**config.mk**
```make
export PLATFORM = sky130hd
export DESIGN_NAME = wake_ctrl
export DESIGN_NICKNAME = d
export VERILOG_FILES = /design/src/rtl/wake_pkg.sv /design/src/rtl/wake_cyc_timer.sv /design/src/rtl/wake_edge_det.sv /design/src/rtl/wake_ctrl.sv
export SDC_FILE = /design/constraint.sdc
export NUM_CORES = 1
export LEC_CHECK = 0
export ABC_CLOCK_PERIOD_IN_PS = 1900
export CORE_MARGIN = 2
export CORE_UTILIZATION = 45
export CTS_CLUSTER_DIAMETER = 40
export DETAILED_ROUTE_END_ITERATION = 8
export GPL_TIMING_DRIVEN = 0
export PLACE_DENSITY_LB_ADDON = 0.08
export SLEW_MARGIN = 5
export SYNTH_ARGS = -nofsm -noshare
export SYNTH_HDL_FRONTEND = slang
export SYNTH_SLANG_ARGS = --single-unit
```
**constraint.sdc**
```tcl
create_clock -name clk -period 1.9 [get_ports clk]
set_clock_uncertainty 0.05 [all_clocks]
set_input_delay 0.57 -clock clk [delete_from_list [all_inputs] [get_ports clk]]
set_output_delay 0.57 -clock clk [all_outputs]
set_load 0.02 [all_outputs]
```
**src/rtl/wake_pkg.sv**
```systemverilog
package wake_pkg;
    typedef enum logic [1:0] {
        PM_NORMAL  = 2'b00,
        PM_STANDBY = 2'b01,
        PM_SLEEP   = 2'b10,
        PM_STOP    = 2'b11
    } pmode_e;

    typedef struct packed {
        logic [3:0] lpc;
        logic [3:0] sens;
        logic       force_en;
    } wcfg_t;
endpackage

```
**src/rtl/wake_cyc_timer.sv**
```systemverilog
module wake_cyc_timer #(
    parameter int PERIOD = 8,
    parameter int ON_LEN = 2
) (
    input  logic clk,
    input  logic rst_n,
    input  logic run_i,
    output logic win_o,
    output logic sample_o,
    output logic wrap_o
);
    localparam int CW = (PERIOD > 2) ? $clog2(PERIOD) : 1;

    logic [CW-1:0] cnt_d, cnt_q;

    always_comb begin
        cnt_d = cnt_q;
        if (!run_i)
            cnt_d = '0;
        else if (cnt_q == CW'(PERIOD - 1))
            cnt_d = '0;
        else
            cnt_d = cnt_q + 1'b1;
    end

    always_ff @(posedge clk or negedge rst_n) begin
        if (!rst_n) cnt_q <= '0;
        else        cnt_q <= cnt_d;
    end

    assign win_o    = run_i && (cnt_q < CW'(ON_LEN));
    assign sample_o = run_i && (cnt_q == CW'(ON_LEN - 1));
    assign wrap_o   = run_i && (cnt_q == CW'(PERIOD - 1));

    // frame counter stays inside one frame
    p_frame_bound_r4: assert property (@(posedge clk) disable iff (!rst_n)
        cnt_q <= CW'(PERIOD - 1));
    // a stopped timer restarts from the frame start
    p_restart_r4: assert property (@(posedge clk) disable iff (!rst_n)
        !run_i |=> cnt_q == '0);
endmodule

```
**src/rtl/wake_edge_det.sv**
```systemverilog
module wake_edge_det (
    input  logic       prev_i,
    input  logic       cur_i,
    input  logic [1:0] sens_i,
    output logic       hit_o
);
    always_comb begin
        hit_o = (sens_i[0] & ~prev_i & cur_i) | (sens_i[1] & prev_i & ~cur_i);
    end
endmodule

```
**src/rtl/wake_ctrl.sv**
```systemverilog
module wake_ctrl
    import wake_pkg::*;
#(
    parameter int NLINE  = 4,
    parameter int PERIOD = 8,
    parameter int ON_LEN = 2
) (
    input  logic             clk,
    input  logic             rst_n,
    input  logic [1:0]       mode_i,
    input  logic             cfg_we_i,
    input  logic [3:0]       cfg_lpc_i,
    input  logic [3:0]       cfg_sens_i,
    input  logic             cfg_force_i,
    input  logic [NLINE-1:0] wake_i,
    input  logic             rd_i,
    output logic [NLINE-1:0] lvl_o,
    output logic [NLINE:0]   status_o,
    output logic             bias_o,
    output logic             vdd_req_o,
    output logic             irq_o
);
    typedef struct packed {
        wcfg_t            cfg;
        logic [NLINE-1:0] prev;
        logic [NLINE:0]   src;
        logic             irq;
        logic             vdd;
    } st_t;

    st_t st_d, st_q;

    logic             lowp, is_dir, is_cyc;
    logic             win, sample, wrap, strobe, force_hit;
    logic [NLINE-1:0] hits;
    logic [NLINE:0]   ev;

    assign lowp   = mode_i[1];
    assign is_dir = !st_q.cfg.lpc[3] && !st_q.cfg.lpc[0];
    assign is_cyc =  st_q.cfg.lpc[3] &&  st_q.cfg.lpc[0];

    wake_cyc_timer #(.PERIOD(PERIOD), .ON_LEN(ON_LEN)) i_timer (
        .clk      (clk),
        .rst_n    (rst_n),
        .run_i    (lowp),
        .win_o    (win),
        .sample_o (sample),
        .wrap_o   (wrap)
    );

    for (genvar g = 0; g < NLINE; g++) begin : g_line
        wake_edge_det i_edge (
            .prev_i (st_q.prev[g]),
            .cur_i  (wake_i[g]),
            .sens_i (st_q.cfg.sens[2*(g/2) +: 2]),
            .hit_o  (hits[g])
        );
    end

    always_comb begin
        st_d      = st_q;
        strobe    = lowp && (is_dir || (is_cyc && sample));
        force_hit = lowp && st_q.cfg.force_en && wrap;
        ev        = {force_hit, hits & {NLINE{strobe}}};

        if (!lowp || strobe)
            st_d.prev = wake_i;

        if (cfg_we_i && !lowp) begin
            st_d.cfg.lpc      = cfg_lpc_i;
            st_d.cfg.sens     = cfg_sens_i;
            st_d.cfg.force_en = cfg_force_i && !(cfg_lpc_i[3] && cfg_lpc_i[0]);
        end

        st_d.src = (rd_i ? '0 : st_q.src) | ev;
        st_d.irq = (|ev) && (mode_i == PM_STOP);
        st_d.vdd = (|ev) && (mode_i == PM_SLEEP);
    end

    always_ff @(posedge clk or negedge rst_n) begin
        if (!rst_n) st_q <= '0;
        else        st_q <= st_d;
    end

    assign lvl_o     = wake_i;
    assign status_o  = st_q.src;
    assign bias_o    = win && is_cyc;
    assign vdd_req_o = st_q.vdd;
    assign irq_o     = st_q.irq;

    // configuration frozen while in a low-power mode
    p_cfg_frozen_r7: assert property (@(posedge clk) disable iff (!rst_n)
        $past(mode_i[1]) |-> $stable(st_q.cfg));
    // forced wake never coexists with cyclic sensing
    p_force_excl_r6: assert property (@(posedge clk) disable iff (!rst_n)
        !(st_q.cfg.force_en && is_cyc));
    // interrupt only after Stop, supply request only after Sleep
    p_irq_stop_r8: assert property (@(posedge clk) disable iff (!rst_n)
        irq_o |-> $past(mode_i) == PM_STOP);
    p_vdd_sleep_r8: assert property (@(posedge clk) disable iff (!rst_n)
        vdd_req_o |-> $past(mode_i) == PM_SLEEP);
    p_one_req_r8: assert property (@(posedge clk) disable iff (!rst_n)
        $onehot0({irq_o, vdd_req_o}));
    // no new source bits appear outside low power
    p_no_wake_awake_r11: assert property (@(posedge clk) disable iff (!rst_n)
        !$past(mode_i[1]) |-> (status_o & ~$past(status_o)) == '0);
    // bias only during low power
    p_bias_lowp_r4: assert property (@(posedge clk) disable iff (!rst_n)
        bias_o |-> mode_i[1]);
endmodule

```
==> results.md <==
- Status: finished, final reports clean
- Hold crit path type: reg2reg
- Critical Path Source Type: primary input
- YS warnings: 0
- Post-Route WL: between 1500 and 2000 um
- Syn nets: 112
- HPWL Detailed: 1520 um
- Top-count cell post-synth: dfrtp_1
- Synth Cell Area: 1030 sq um
- Vias in the first global route: between 800 and 900
- Max IR drop VDD: 432 uV
- Multi-input logic area: 405 sq um
- Total negative setup slack: 0 ps
- Die area: 2680 sq um
- Final period util: 96.6%
- Synth area leaders: dfrtp_1 51%, buf_4 6.6%, mux2_2 6.6%
- Comb power frac: 23.8%
- Vias: around 770
- Post-Layout Inst Area: 1350 sq um
- Tmin final: between 1500 and 2000 ps
- Worst endpoint data arrival time: 1220 ps
- Top cell type's share of synthesized area: 51.1%
- Worst-path maximum fanout: 4
- # hold bufs at CTS: 0
- Critical Path End: lvl_o[1]
- Worst R2R End: st_q[8]
- FF+latch count, synth: 21
- RSZ-0062 raised after global routing: true
- EDFF count, synth: 0
- H-tree levels: 1
- IO buf count: 28
- Clock latency on the worst-skew pair: 310 ps
- Post-synthesis cell count: 90
- Clk network pwr share: between 20% and 30%
- Count of final setup violators: 0
- WL per Instance: 13.1 um
- Commonest cells post-synth: 21 x dfrtp_1, 9 x buf_4, 9 x nor2b_1, 7 x inv_1, 7 x o21ai_0
- First-pass GRT wire length: 3430 um
- Rel. slew slack: 37.2%
- PwrDens: 733 nW/um^2
- Largest net degree at the start of global routing: 22
- Mapped Avg Cell Area: 11.4 sq um
- Initial antenna violation count: 0
- Setup crit start: wake_i[1]
- Achievable Freq: ~0.54 GHz
- Leakage: 0.672 nW
- Psw: 0.281 mW
- DRC errors left: 0
- Register area share after synthesis: 51.1%
- Global route overflow: 0
- Vias per Instance: 5.12
- CTS Buffer Depth: 2
- Share of layout cells above drive strength 1: 24.6%
- Die Height: ~52 um
- Max Slew Vio Count: 0
- Post-DRT Antenna Nets: 0
- CP Class: in2out
- Final Net Count: about 150
- Fin util: 61.6%
- R2r worst-path depth: 4
- IO Pins: 31
- Area of the core: ~2200 sq um
- Fin cells: 150
- Flop2flop setup slack: between 150 and 200 ps
- Overall global routing resource usage: 17.4%
- RR Startpoint: i_timer.cnt_q[0]
- Reg clk slew, reported paths: about 110 ps
- # diodes: 0
- Worst slew pin tran: between 900 and 1000 ps
- Initial cell density of the core: 46.9%
- Inserted Clock Buffers: 3
- CTS Sinks: 21
- P&R area growth vs syn: 31.3%
- Final-report hold violation count: 0
- Crit end category: output pin
- Starting DRT DRC Count: 11
- Synth area leader: dfrtp_1
- Reg power frac: 54.2%
- P_int: 0.708 mW
- Post-synth top flop: dfrtp_1
- Net Sw Frac: 28.4%
- Max-Cap Viols: 0
- TritonRoute pass-1 iters: 4
- Async SR Flop Fraction: 100%
- Placed Area: 1340 sq um
- TritonCTS clock tree: built
- Worst Path Required: 1280 ps
- Register area: 526 sq um
- Cell variety after synth: 22
- Cell row count: 17
- Filler cell count: 204
- Die width: 51.8 um
- Placed Instances: 146
- GP Congestion: 0.687
- Root Driver: clkbuf_4
## power by group through the flow
stage	Clock, mW	Sequential (mW)	Combinational (mW)
2_1_floorplan	0	0.537	0.148
3_3_place_gp	0	0.542	0.244
3_5_place_dp	0	0.545	0.250
4_1_cts	0.225	0.536	0.237
5_1_grt	0.239	0.543	0.258
6_report	0.218	0.536	0.235
## worst max-delay path: stages
cell and delay (ps):
dlygate4sd2_1 270, buf_4 140, clkdlybuf4s15_2 240
## area by class of cell
class,count,share of cell area [%]
Clock inverter,1,0.371
Buffer,10,5.28
Inverter,7,1.95
Sequential cell,21,38.9
Tap cell,28,2.60
Timing Repair Buffer,28,19.2
Clock buffer,3,1.67
Multi-Input combinational cell,52,30.0
## flip-flops by register name, indices dropped and copies added, names as in the netlist
name,cells
i_timer.cnt_q,3
irq_o,1
st_q,11
status_o,5
vdd_req_o,1
## layer usage
| layer | vias up | part of all wire [%] | routed length, um | global-route usage [%] |
|---|---|---|---|---|
| met5 | - | 0 | 0 | 0 |
| met4 | 0 | 1.5 | 29 | 6.58 |
| met3 | 2 | 4.9 | 96 | 2.87 |
| met2 | 23 | 52 | 1020 | 31.6 |
| met1 | 376 | 42 | 826 | 20.4 |
| li1 | 367 | - | - | - |
## stage by stage
stage	total power, mW	worst slack [ps]	hold WS (ps)
5_1_grt	1.04	-13.2	468
3_5_place_dp	0.795	-713	423
3_3_place_gp	0.786	-720	401
4_1_cts	0.998	12.3	448
6_report	0.989	63.9	447
2_1_floorplan	0.685	290	224
## layout by cell type, fill, tap and decap left out, types with 2 or more instances in the layout
| master | Yosys | layout |
|---|---|---|
| dfrtp_1 | 21 | 21 |
| clkdlybuf4s50_1 | 0 | 11 |
| buf_4 | 9 | 10 |
| nor2b_1 | 9 | 9 |
| dlygate4sd2_1 | 0 | 9 |
| inv_1 | 7 | 7 |
| o21ai_0 | 7 | 6 |
| mux2_2 | 6 | 6 |
| nor2_1 | 4 | 4 |
| a22oi_1 | 4 | 4 |
| o22ai_1 | 4 | 4 |
| mux2_4 | 4 | 4 |
| ha_1 | 3 | 3 |
| clkbuf_4 | 0 | 3 |
| buf_2 | 0 | 3 |
| nand3_1 | 2 | 2 |
| clkdlybuf4s15_2 | 0 | 2 |
| dlymetal6s2s_1 | 0 | 2 |
## worst min-delay path by stage
stage	startpoint	endpoint	slack (ps)	depth (start not counted)
floorplan	rst_n	i_timer.cnt_q[0]	220	0
global placement	i_timer.cnt_q[0]	i_timer.cnt_q[0]	400	1
detailed placement	i_timer.cnt_q[0]	i_timer.cnt_q[0]	420	1
CTS	i_timer.cnt_q[0]	i_timer.cnt_q[0]	450	1
global route	i_timer.cnt_q[0]	i_timer.cnt_q[0]	470	1
finish	i_timer.cnt_q[0]	i_timer.cnt_q[0]	450	1
## what timing repair did
action,in CTS,in global routing
endpoints found under the setup margin,10,4
resized for setup,31,4
pin swaps,0,0
buffers inserted,0,0
## kinds of logic (layout without fill, tap and decap cells)
logic type                 count (synthesis)  after routing  synth area share [%]
AOI/OAI and AO/OA                         18             18                  10.9
DFF                                       21             21                  51.1
adders and majority gates                  3              3                  3.65
and+or+nand+nor                           21             21                  12.4
buffers and inverters                     17             49                  9.49
muxes                                     10             10                  12.4
Power figures use the tool's default switching activity.
